===== config.mk =====
export PLATFORM = sky130hd
export DESIGN_NAME = ctrl_region_slave
export DESIGN_NICKNAME = d
export VERILOG_FILES = /design/src/rtl/ctrl_slave_pkg.sv /design/src/rtl/ctrl_addr_decode.sv /design/src/rtl/ctrl_reg_bank.sv /design/src/rtl/ctrl_rsp_queue.sv /design/src/rtl/ctrl_region_slave.sv
export SDC_FILE = /design/constraint.sdc
export NUM_CORES = 2
export LEC_CHECK = 0
export ABC_CLOCK_PERIOD_IN_PS = 2400
export BUFFER_PORTS_ARGS = -buffer_cell sky130_fd_sc_hd__buf_2
export CORE_AREA = 2 2 396 398
export DETAILED_ROUTE_END_ITERATION = 7
export DIE_AREA = 0 0 398 400
export MAX_ROUTING_LAYER = met4
export SYNTH_ARGS = -nofsm -noshare
export SYNTH_HDL_FRONTEND = slang
export SYNTH_SLANG_ARGS = --single-unit

===== constraint.sdc =====
create_clock -name clk -period 2.4 [get_ports clk]
set_input_delay 0.12 -clock clk [delete_from_list [all_inputs] [get_ports clk]]
set_output_delay 0.12 -clock clk [all_outputs]
set_load 0.05 [all_outputs]

===== src/rtl/ctrl_slave_pkg.sv =====
package ctrl_slave_pkg;

    typedef enum logic [1:0] {
        REG_CFG  = 2'd0,
        REG_CAL  = 2'd1,
        REG_STAT = 2'd2,
        REG_NONE = 2'd3
    } region_e;

    localparam logic [1:0] RESP_OKAY   = 2'b00;
    localparam logic [1:0] RESP_SLVERR = 2'b10;
    localparam logic [1:0] RESP_DECERR = 2'b11;

endpackage


===== src/rtl/ctrl_addr_decode.sv =====
module ctrl_addr_decode
    import ctrl_slave_pkg::*;
#(
    parameter int ADDR_W     = 12,
    parameter int CFG_WORDS  = 8,
    parameter int CAL_WORDS  = 16,
    parameter int STAT_WORDS = 4,
    localparam int IDX_W     = ADDR_W - 4
) (
    input  logic [ADDR_W-1:0] addr,
    output region_e           region,
    output logic              hit,
    output logic [IDX_W-1:0]  index
);
    localparam logic [IDX_W:0] CFG_LIM  = (IDX_W+1)'(CFG_WORDS);
    localparam logic [IDX_W:0] CAL_LIM  = (IDX_W+1)'(CAL_WORDS);
    localparam logic [IDX_W:0] STAT_LIM = (IDX_W+1)'(STAT_WORDS);

    logic unused_byte_lane;
    assign unused_byte_lane = ^addr[1:0];

    always_comb begin
        region = region_e'(addr[ADDR_W-1 -: 2]);
        index  = addr[ADDR_W-3:2];
        case (region)
            REG_CFG:  hit = {1'b0, index} < CFG_LIM;
            REG_CAL:  hit = {1'b0, index} < CAL_LIM;
            REG_STAT: hit = {1'b0, index} < STAT_LIM;
            default:  hit = 1'b0;
        endcase
    end

endmodule


===== src/rtl/ctrl_reg_bank.sv =====
module ctrl_reg_bank #(
    parameter int WORDS  = 8,
    parameter int DATA_W = 32,
    parameter int IDX_W  = 8
) (
    input  logic                    clk,
    input  logic                    rst_n,
    input  logic                    we,
    input  logic [IDX_W-1:0]        widx,
    input  logic [DATA_W-1:0]       wdata,
    input  logic [IDX_W-1:0]        ridx,
    output logic [DATA_W-1:0]       rdata,
    output logic [WORDS*DATA_W-1:0] flat
);
    logic [DATA_W-1:0] mem_d [WORDS];
    logic [DATA_W-1:0] mem_q [WORDS];

    always_comb begin
        for (int i = 0; i < WORDS; i++) begin
            mem_d[i] = mem_q[i];
            if (we && widx == IDX_W'(i)) begin
                mem_d[i] = wdata;
            end
        end
    end

    always_ff @(posedge clk) begin
        for (int i = 0; i < WORDS; i++) begin
            if (!rst_n) begin
                mem_q[i] <= '0;
            end else begin
                mem_q[i] <= mem_d[i];
            end
        end
    end

    always_comb begin
        rdata = '0;
        for (int i = 0; i < WORDS; i++) begin
            if (ridx == IDX_W'(i)) begin
                rdata = mem_q[i];
            end
        end
    end

    for (genvar g = 0; g < WORDS; g++) begin : g_flat
        assign flat[g*DATA_W +: DATA_W] = mem_q[g];
    end

endmodule


===== src/rtl/ctrl_rsp_queue.sv =====
module ctrl_rsp_queue #(
    parameter int DEPTH  = 4,
    parameter int RESP_W = 2
) (
    input  logic              clk,
    input  logic              rst_n,
    input  logic              push,
    input  logic [RESP_W-1:0] push_resp,
    input  logic              pop,
    output logic              valid,
    output logic [RESP_W-1:0] resp,
    output logic              full
);
    localparam int PTR_W = (DEPTH > 1) ? $clog2(DEPTH) : 1;
    localparam int CNT_W = $clog2(DEPTH + 1);

    typedef struct packed {
        logic [PTR_W-1:0] rd;
        logic [PTR_W-1:0] wr;
        logic [CNT_W-1:0] cnt;
    } qstate_t;

    qstate_t           q_d, q_q;
    logic [RESP_W-1:0] slot_d [DEPTH];
    logic [RESP_W-1:0] slot_q [DEPTH];

    function automatic logic [PTR_W-1:0] advance(input logic [PTR_W-1:0] p);
        return (p == PTR_W'(DEPTH - 1)) ? '0 : p + 1'b1;
    endfunction

    always_comb begin
        q_d = q_q;
        for (int i = 0; i < DEPTH; i++) begin
            slot_d[i] = slot_q[i];
        end
        if (push) begin
            slot_d[q_q.wr] = push_resp;
            q_d.wr = advance(q_q.wr);
        end
        if (pop) begin
            q_d.rd = advance(q_q.rd);
        end
        case ({push, pop})
            2'b10:   q_d.cnt = q_q.cnt + 1'b1;
            2'b01:   q_d.cnt = q_q.cnt - 1'b1;
            default: q_d.cnt = q_q.cnt;
        endcase
    end

    always_ff @(posedge clk) begin
        if (!rst_n) begin
            q_q <= '0;
            for (int i = 0; i < DEPTH; i++) begin
                slot_q[i] <= '0;
            end
        end else begin
            q_q <= q_d;
            for (int i = 0; i < DEPTH; i++) begin
                slot_q[i] <= slot_d[i];
            end
        end
    end

    assign valid = q_q.cnt != '0;
    assign resp  = slot_q[q_q.rd];
    assign full  = q_q.cnt == CNT_W'(DEPTH);

    AST_NO_OVERFLOW: assert property (@(posedge clk) disable iff (!rst_n)
        push |-> !full);
    AST_COUNT_HOLD: assert property (@(posedge clk) disable iff (!rst_n)
        (push && pop) |=> $stable(valid) && $stable(full));
    AST_BRESP_HOLD: assert property (@(posedge clk) disable iff (!rst_n)
        (valid && !pop) |=> valid && $stable(resp));

endmodule


===== src/rtl/ctrl_region_slave.sv =====
module ctrl_region_slave
    import ctrl_slave_pkg::*;
#(
    parameter int ADDR_W     = 12,
    parameter int DATA_W     = 32,
    parameter int CFG_WORDS  = 8,
    parameter int CAL_WORDS  = 16,
    parameter int STAT_WORDS = 4,
    parameter int RSP_DEPTH  = 4
) (
    input  logic                         clk,
    input  logic                         rst_n,
    input  logic                         axil_awvalid,
    output logic                         axil_awready,
    input  logic [ADDR_W-1:0]            axil_awaddr,
    input  logic                         axil_wvalid,
    output logic                         axil_wready,
    input  logic [DATA_W-1:0]            axil_wdata,
    input  logic [DATA_W/8-1:0]          axil_wstrb,
    output logic                         axil_bvalid,
    input  logic                         axil_bready,
    output logic [1:0]                   axil_bresp,
    input  logic                         axil_arvalid,
    output logic                         axil_arready,
    input  logic [ADDR_W-1:0]            axil_araddr,
    output logic                         axil_rvalid,
    input  logic                         axil_rready,
    output logic [DATA_W-1:0]            axil_rdata,
    output logic [1:0]                   axil_rresp,
    input  logic [STAT_WORDS*DATA_W-1:0] status_in,
    output logic [CFG_WORDS*DATA_W-1:0]  cfg_regs_o,
    output logic [CAL_WORDS*DATA_W-1:0]  cal_regs_o,
    output logic [7:0]                   err_o
);
    localparam int IDX_W  = ADDR_W - 4;
    localparam int STRB_W = DATA_W / 8;

    // flag[0..3] drive err_o[1..4]
    typedef struct packed {
        logic              aw_v;
        logic [ADDR_W-1:0] aw_addr;
        logic              w_v;
        logic [DATA_W-1:0] w_data;
        logic [STRB_W-1:0] w_strb;
        logic              r_v;
        logic [DATA_W-1:0] r_data;
        logic [1:0]        r_resp;
        logic [3:0]        flag;
    } slave_t;

    slave_t s_d, s_q;

    region_e           w_region, r_region;
    logic              w_hit, r_hit;
    logic [IDX_W-1:0]  w_idx, r_idx;
    logic [DATA_W-1:0] cfg_rd, cal_rd, stat_rd, rd_mux;
    logic              commit, cfg_we, cal_we, rsp_full;
    logic [1:0]        w_resp;
    logic [3:0]        w_flag;
    logic              aw_hs, w_hs, ar_hs;

    ctrl_addr_decode #(
        .ADDR_W(ADDR_W), .CFG_WORDS(CFG_WORDS),
        .CAL_WORDS(CAL_WORDS), .STAT_WORDS(STAT_WORDS)
    ) u_wdec (
        .addr(s_q.aw_addr), .region(w_region), .hit(w_hit), .index(w_idx)
    );

    ctrl_addr_decode #(
        .ADDR_W(ADDR_W), .CFG_WORDS(CFG_WORDS),
        .CAL_WORDS(CAL_WORDS), .STAT_WORDS(STAT_WORDS)
    ) u_rdec (
        .addr(axil_araddr), .region(r_region), .hit(r_hit), .index(r_idx)
    );

    ctrl_reg_bank #(.WORDS(CFG_WORDS), .DATA_W(DATA_W), .IDX_W(IDX_W)) u_cfg (
        .clk(clk), .rst_n(rst_n), .we(cfg_we), .widx(w_idx),
        .wdata(s_q.w_data), .ridx(r_idx), .rdata(cfg_rd), .flat(cfg_regs_o)
    );

    ctrl_reg_bank #(.WORDS(CAL_WORDS), .DATA_W(DATA_W), .IDX_W(IDX_W)) u_cal (
        .clk(clk), .rst_n(rst_n), .we(cal_we), .widx(w_idx),
        .wdata(s_q.w_data), .ridx(r_idx), .rdata(cal_rd), .flat(cal_regs_o)
    );

    ctrl_rsp_queue #(.DEPTH(RSP_DEPTH), .RESP_W(2)) u_rspq (
        .clk(clk), .rst_n(rst_n), .push(commit), .push_resp(w_resp),
        .pop(axil_bvalid && axil_bready), .valid(axil_bvalid),
        .resp(axil_bresp), .full(rsp_full)
    );

    assign axil_awready = !s_q.aw_v && !rsp_full;
    assign axil_wready  = !s_q.w_v  && !rsp_full;
    assign axil_arready = !s_q.r_v  && !rsp_full;
    assign aw_hs = axil_awvalid && axil_awready;
    assign w_hs  = axil_wvalid  && axil_wready;
    assign ar_hs = axil_arvalid && axil_arready;
    assign commit = s_q.aw_v && s_q.w_v;

    // Write outcome for the held address/data pair
    always_comb begin
        cfg_we = 1'b0;
        cal_we = 1'b0;
        w_resp = RESP_OKAY;
        w_flag = '0;
        if (commit) begin
            if (!w_hit) begin
                w_resp    = RESP_DECERR;
                w_flag[3] = 1'b1;
            end else begin
                case (w_region)
                    REG_CFG: begin
                        if (&s_q.w_strb) begin
                            cfg_we = 1'b1;
                        end else begin
                            w_resp    = RESP_SLVERR;
                            w_flag[0] = 1'b1;
                        end
                    end
                    REG_CAL: begin
                        if (&s_q.w_strb) begin
                            cal_we = 1'b1;
                        end else begin
                            w_resp    = RESP_SLVERR;
                            w_flag[1] = 1'b1;
                        end
                    end
                    default: begin
                        w_resp    = RESP_SLVERR;
                        w_flag[2] = 1'b1;
                    end
                endcase
            end
        end
    end

    // Status word select and read source mux
    always_comb begin
        stat_rd = '0;
        for (int i = 0; i < STAT_WORDS; i++) begin
            if (r_idx == IDX_W'(i)) begin
                stat_rd = status_in[i*DATA_W +: DATA_W];
            end
        end
        case (r_region)
            REG_CFG:  rd_mux = cfg_rd;
            REG_CAL:  rd_mux = cal_rd;
            REG_STAT: rd_mux = stat_rd;
            default:  rd_mux = '0;
        endcase
    end

    always_comb begin
        s_d      = s_q;
        s_d.flag = w_flag;
        if (commit) begin
            s_d.aw_v = 1'b0;
            s_d.w_v  = 1'b0;
        end
        if (aw_hs) begin
            s_d.aw_v    = 1'b1;
            s_d.aw_addr = axil_awaddr;
        end
        if (w_hs) begin
            s_d.w_v    = 1'b1;
            s_d.w_data = axil_wdata;
            s_d.w_strb = axil_wstrb;
        end
        if (ar_hs) begin
            s_d.r_v    = 1'b1;
            s_d.r_data = r_hit ? rd_mux : '0;
            s_d.r_resp = r_hit ? RESP_OKAY : RESP_DECERR;
            if (!r_hit) begin
                s_d.flag[3] = 1'b1;
            end
        end else if (s_q.r_v && axil_rready) begin
            s_d.r_v = 1'b0;
        end
    end

    always_ff @(posedge clk) begin
        if (!rst_n) begin
            s_q <= '0;
        end else begin
            s_q <= s_d;
        end
    end

    assign axil_rvalid = s_q.r_v;
    assign axil_rdata  = s_q.r_data;
    assign axil_rresp  = s_q.r_resp;
    assign err_o       = {3'b000, s_q.flag, rsp_full};

    AST_STALL_WHEN_FULL: assert property (@(posedge clk) disable iff (!rst_n)
        rsp_full |-> !(axil_awready || axil_wready || axil_arready));
    AST_WRITE_GETS_RSP: assert property (@(posedge clk) disable iff (!rst_n)
        commit |=> axil_bvalid);
    AST_RDATA_HOLD: assert property (@(posedge clk) disable iff (!rst_n)
        (axil_rvalid && !axil_rready) |=> axil_rvalid && $stable(axil_rdata));
    AST_DECERR_FLAG: assert property (@(posedge clk) disable iff (!rst_n)
        ($rose(axil_rvalid) && axil_rresp == RESP_DECERR) |-> err_o[4]);
    AST_COMMIT_NEEDS_BOTH: assert property (@(posedge clk) disable iff (!rst_n)
        (aw_hs && !s_q.w_v && !w_hs) |=> !axil_wready || !commit);

endmodule


* Word level (Yosys, flattened, before mapping)
Memories as Yosys holds them, arrays and structs flattened. A register that Yosys moved wholly into a read port is not among the register bits.
Index checks and enable logic that the tools add are counted.
** Storage, ports and cells
- Register bits after elaboration :: 96
- Bits in writable memories :: 776
- Input bits :: 195
- Output and inout bits :: 817
- Memories :: 3
** Memory list
- u_cal.mem_q :: depth 16, bits a word 32, rd ports 16, clocked after memory_dff 0, write ports 16, RTL line ctrl_reg_bank.sv:16 : logic [DATA_W-1:0] mem_q [WORDS];
- u_cfg.mem_q :: depth 8, bits a word 32, rd ports 8, clocked after memory_dff 0, write ports 8, RTL line ctrl_reg_bank.sv:16
- u_rspq.slot_q :: depth 4, bits a word 2, rd ports 5, clocked after memory_dff 1, write ports 4, RTL line ctrl_rsp_queue.sv:25 : logic [RESP_W-1:0] slot_q [DEPTH];
** Operators by class
- $add $sub $neg :: 4
- $lt $le $gt $ge :: 8
- Equality and inequality tests :: 39
- Multiplexer cells :: 121
- Bitwise gates (word level) :: 29
- Reductions and logical operators :: 52
** Operators with widths (count)
- $mux 32 :: 77
- $eq 8x4->1 const B :: 16
- $pmux 32 s3 :: 1
- $eq 8x3->1 const B :: 8
- $mux 37 :: 1
- $logic_and 1x1->1 :: 34
- $eq 8x2->1 const B :: 4
- $mux 2 :: 14
- $or 1x1->1 :: 28
- $mux 1 :: 19
- $eq 8x1->1 const B :: 2
- $logic_not 8->1 :: 2
- $lt 8x3->1 const B :: 2
- $lt 8x4->1 const B :: 2
- $lt 8x5->1 const B :: 2
- $mux 13 :: 1
- $reduce_and 4->1 :: 3
- $eq 2x2->1 const B :: 5
- $bwmux 8 :: 1
- $mux 8 :: 1
- $reduce_bool 2->1 :: 4
- $eq 2x1->1 const B :: 3
- $pmux 1 s3 :: 2
- $pmux 3 s2 :: 1
- 15 further kinds :: 20

* Depth between registers and ports, before layout
- Word-level depth :: 19
- Mapped depth :: 10

* Hierarchy
A second synthesis with hierarchy kept.
** Second synthesis, totals
- Cells, all modules :: 4964
- Area, all modules :: 41662.5 µm²
** By module, submodules not included
- ctrl_reg_bank (u_cal) :: instances 1, cells each 3118, area each 24243.3 µm², sequential area each 10249.8 µm²
- ctrl_reg_bank (u_cfg) :: instances 1, cells each 1184, area each 11671.2 µm², sequential area each 5124.9 µm²
- ctrl_region_slave :: instances 1, cells each 555, area each 4758.3 µm², sequential area each 1761.7 µm²
- ctrl_rsp_queue :: instances 1, cells each 79, area each 792.0 µm², sequential area each 340.3 µm²
- ctrl_addr_decode :: instances 2, cells each 14, area each 98.8 µm², sequential area each 0.0 µm²

* Worst setup path after synthesis
Ideal clock, no wire load.
- Kind :: register -> register
- Start :: register s_q[82] in the netlist's numbering
- End :: memory u_cal.mem_q[14][16] (netlist: u_cal.mem_q[1][208])
- Library setup time :: 132 ps
- Arrival :: 2460 ps
- Slack :: -193 ps
- Stages on the path, launching flop included :: 11
- Clock period less this slack :: 2593 ps
- Path through :: dfxtp_1 -> or4_1 -> buf_2 -> or4_4 -> or3_1 -> buf_2 -> or2_1 -> buf_2 -> buf_6 -> nand2_1 -> a21oi_1
** RTL lines
- from (decl) :: RTL line ctrl_region_slave.sv:51 : slave_t s_d, s_q;
- from (signal assigned) :: RTL line ctrl_region_slave.sv:183 : s_q <= '0;
- from (signal assigned) :: RTL line ctrl_region_slave.sv:185 : s_q <= s_d;
- to (decl) :: RTL line ctrl_reg_bank.sv:16

==> summary.json <==
{
  "layout.cells.most_common_list": {"value": "nand2_1 (1413), buf_2 (1000), dfxtp_1 (847)"},
  "synth.top_cell.area_share": {"value": 0.453},
  "clk_root_buffer_cell": {"value": "clkbuf_16"},
  "dr_wl_cell": {"value": 37.2, "unit": "microns"},
  "worstPathCellList": {"value": "or4_4, or4_4, or3_4, buf_6, buf_6, nor2_4, buf_6, clkbuf_16, nand2_1, a21oi_1"},
  "edff_count_synth": {"value": 0},
  "clock_sink_count": {"value": 871},
  "initial_utilization": {"value": 0.248},
  "power_per_cell_area": {"value": 599, "unit": "mW/mm^2"},
  "grtUsageTotal": {"value": 0.380},
  "core_region_area": {"value": 0.155, "unit": "sq mm"},
  "maxCapViolations": {"value": 0},
  "worst_hold_slack": {"value": 19.4, "unit": "ps"},
  "post_drt_via_cell_ratio": {"value": 5.61},
  "slew_violations": {"value": 0},
  "first_global_vias": {"value": 42100},
  "layout.cell_area.non_filler": {"value": 0.0571, "unit": "sq mm"},
  "report.final.setup_viol": {"value": 770},
  "failed_checks": {"value": "setup timing"},
  "cts_inserted_buffers": {"value": 100},
  "netlist_area_pre_place": {"value": 0.0385, "unit": "sq mm"},
  "drt_pass1_iterations": {"value": 7},
  "post_synth_main_area_contributors": {"value": "dfxtp_1 (45%), nand2_1 (15%), a21oi_1 (11%), mux2i_1 (4.0%), clkbuf_1 (3.4%)"},
  "p_leak": {"value": 23.4, "unit": "nW"},
  "cp_slowest_cell": {"value": "or4_4"},
  "worst_hold_path_type": {"value": "in2reg"},
  "ir_drop": {"value": 0.000648, "unit": "V"},
  "largest_stage_delay_on_the_critical_path": {"value": 570, "unit": "ps"},
  "ios": {"value": 1012},
  "grt_overflow": {"value": 0},
  "synthCells": {"value": 5023},
  "final.min_clock_period": {"value": 2790, "unit": "ps"},
  "route.detailed.drc": {"value": 0},
  "die_h": {"value": 400, "unit": "microns"},
  "largest_net_degree_at_the_start_of_global_routing": {"value": 159},
  "startpoint_class_of_the_critical_path": {"value": "flop"},
  "nNetsFinal": {"value": 6539},
  "totalPowerFinal": {"value": 34.2, "unit": "mW"},
  "run_status": {"value": "complete, but fails checks"},
  "final.setup.worst_slack": {"value": -385, "unit": "ps"},
  "finalCritPeriodShare": {"value": 1.16},
  "criticalPathCategory": {"value": "reg2reg"},
  "clock_insertion_delay_worst_skew": {"value": 770, "unit": "ps"},
  "relSlewSlack": {"value": 0.205},
  "rsz0062_at_grt": {"value": "true"},
  "worst_setup_skew_after_layout": {"value": 40.1, "unit": "ps"},
  "tritoncts_clock_tree": {"value": "built"},
  "gp_congestion": {"value": 1.05},
  "drt_iter0_drc": {"value": 7226},
  "final-hold-violation-count": {"value": 0},
  "setup_tns": {"value": -156640, "unit": "ps"},
  "clk_transition_reported_paths": {"value": 60, "unit": "ps"},
  "most_frequent_cell_on_the_critical_path": {"value": "buf_6"},
  "synth-warning-count": {"value": 0},
  "die_area": {"value": 0.159, "unit": "sq mm"},
  "wl": {"value": 317000, "unit": "microns"},
  "dominantRegCellSynth": {"value": "dfxtp_1"},
  "critPathCaptureType": {"value": "flop"},
  "clock_path_buffers": {"value": 3},
  "synth_seq_cells": {"value": 871},
  "fraction_of_final_layout_cells_sized_beyond_drive_strength_1": {"value": 0.343},
  "synth_area_leader_cell": {"value": "dfxtp_1"},
  "worst_slew_pin_slew": {"value": 1180, "unit": "ps"},
  "postPlaceCellArea": {"value": 0.0499, "unit": "sq mm"},
  "mostFrequentLayoutCell": {"value": "nand2_1"},
  "place.port_buffers": {"value": 1004},
  "synth.yosys.seq_area_share": {"value": 0.453},
  "synth-async-reset-ratio": {"value": 0},
  "dr_total_vias": {"value": 47700},
  "floorplan.die.width": {"value": 398, "unit": "microns"},
  "post_synth.cell_area_avg": {"value": 7.66, "unit": "sq um"},
  "core.rowCount": {"value": 145},
  "max_freq": {"value": 0.359, "unit": "GHz"},
  "grt_antenna_before_repair": {"value": 45},
  "worst-endpoint-required": {"value": 3080, "unit": "ps"},
  "area_growth_from_synthesis_to_layout": {"value": 48.4, "unit": "%"},
  "critical_path.max_fanout": {"value": 7},
  "htree_num_levels": {"value": 3},
  "ant_nets": {"value": 0},
  "global_route_wire_length_before_repair": {"value": 397000, "unit": "microns"},
  "dp_hpwl": {"value": 240000, "unit": "microns"},
  "yosysUniqueCellTypes": {"value": 79},
  "critical_path_arrival": {"value": 3460, "unit": "ps"}
}
worst paths after layout:
path,startpoint,end,slack [ps],cells after the start
hold reg to reg,s_q[44],s_q[44],450,2
hold / removal,status_in[89],axil_rdata[25],20,5
setup / recovery,s_q[82],u_cal.mem_q[0][124],-390,10
setup reg to reg,s_q[82],u_cal.mem_q[0][124],-390,10
worst max-delay path, delay by kind of cell, from the launching register on:
kind	cells	cell delay, ps
compound gates	1	160
simple gates	5	1620
buf+inv	4	600
flops	1	320
cell usage after synthesis (all sizes together) (11+ instances only):
| master | instances |
|---|---|
| a211oi | 29 |
| a21o | 11 |
| a21oi | 833 |
| a221o | 19 |
| a221oi | 29 |
| a222oi | 14 |
| a22o | 30 |
| a22oi | 115 |
| a2bb2oi | 16 |
| a31oi | 21 |
| and3 | 23 |
| buf | 191 |
| clkbuf | 346 |
| dfxtp | 871 |
| inv | 12 |
| mux2i | 152 |
| nand2 | 1546 |
| nand3 | 47 |
| nand4 | 16 |
| nor2 | 244 |
| nor3 | 63 |
| o2111ai | 11 |
| o211ai | 21 |
| o21ai | 93 |
| o221ai | 25 |
| o22ai | 39 |
| o2bb2ai | 32 |
| or2 | 17 |
cell families (layout without fill, tap and decap cells):
kind of cell             Yosys count  after routing  share of synthesized area
flip-flops                       871            871                      0.453
multiplexers                     172            172                     0.0483
buffers and inverters            550           1945                     0.0646
AO/OA/AOI/OAI                   1393           1393                      0.218
adder cells (fa/ha/maj)            7              7                    0.00247
other                              1             38                  0.0000975
AND/OR/NAND/NOR                 2027           2027                      0.212
XOR/XNOR                           2              2                   0.000455
through the flow:
step,setup WS (ps),util,instances
3_3_place_gp,-1180,0.322,8130
5_1_grt,-372,0.368,8507
2_1_floorplan,-175,-,5025
4_1_cts,-302,0.354,8439
6_report,-385,0.368,8513
3_5_place_dp,-1170,0.322,8130
power breakdown:
part | total, mW | switching (mW) | internal (mW)
combinational | 2.86 | 2.00 | 0.861
clock | 16.5 | 7.04 | 9.50
sequential | 14.8 | 0.255 | 14.5
total | 34.2 | 9.29 | 24.9
state kept, by name, summed over array words and instances, names as in the netlist, named ones only:
name,flops
axil_rdata,32
u_cfg.mem_q,256
s_q,48
axil_rvalid,1
u_rspq.q_q,7
err_o,4
u_cal.mem_q,512
u_rspq.slot_q,8
axil_rresp,1
final cells by class:
cell class                      instances  area, sq um
Clock buffer                          145         2950
Timing Repair Buffer                 1747        13200
Inverter                               13         56.3
Multi-Input combinational cell       3604        20200
Antenna cell                           35         87.6
Tap cell                             2058         2570
Sequential cell                       871        17500
Fill cell                           16100        98000
Clock inverter                         40          493
metal layers:
layer	GRT usage	wire (microns)
met5	-	0
met2	0.532	129000
met1	0.443	115000
met4	0.245	26000
met3	0.160	46100
timing repair:
item                                    CTS  global route
pin swaps                                17           196
gates cloned                              7            26
hold buffers                            104             0
buffers inserted                         15            18
endpoints found under the setup margin  776           798
hold endpoints to repair                 94             0
gates resized for setup                  55           364
Power figures use the tool's default switching activity.
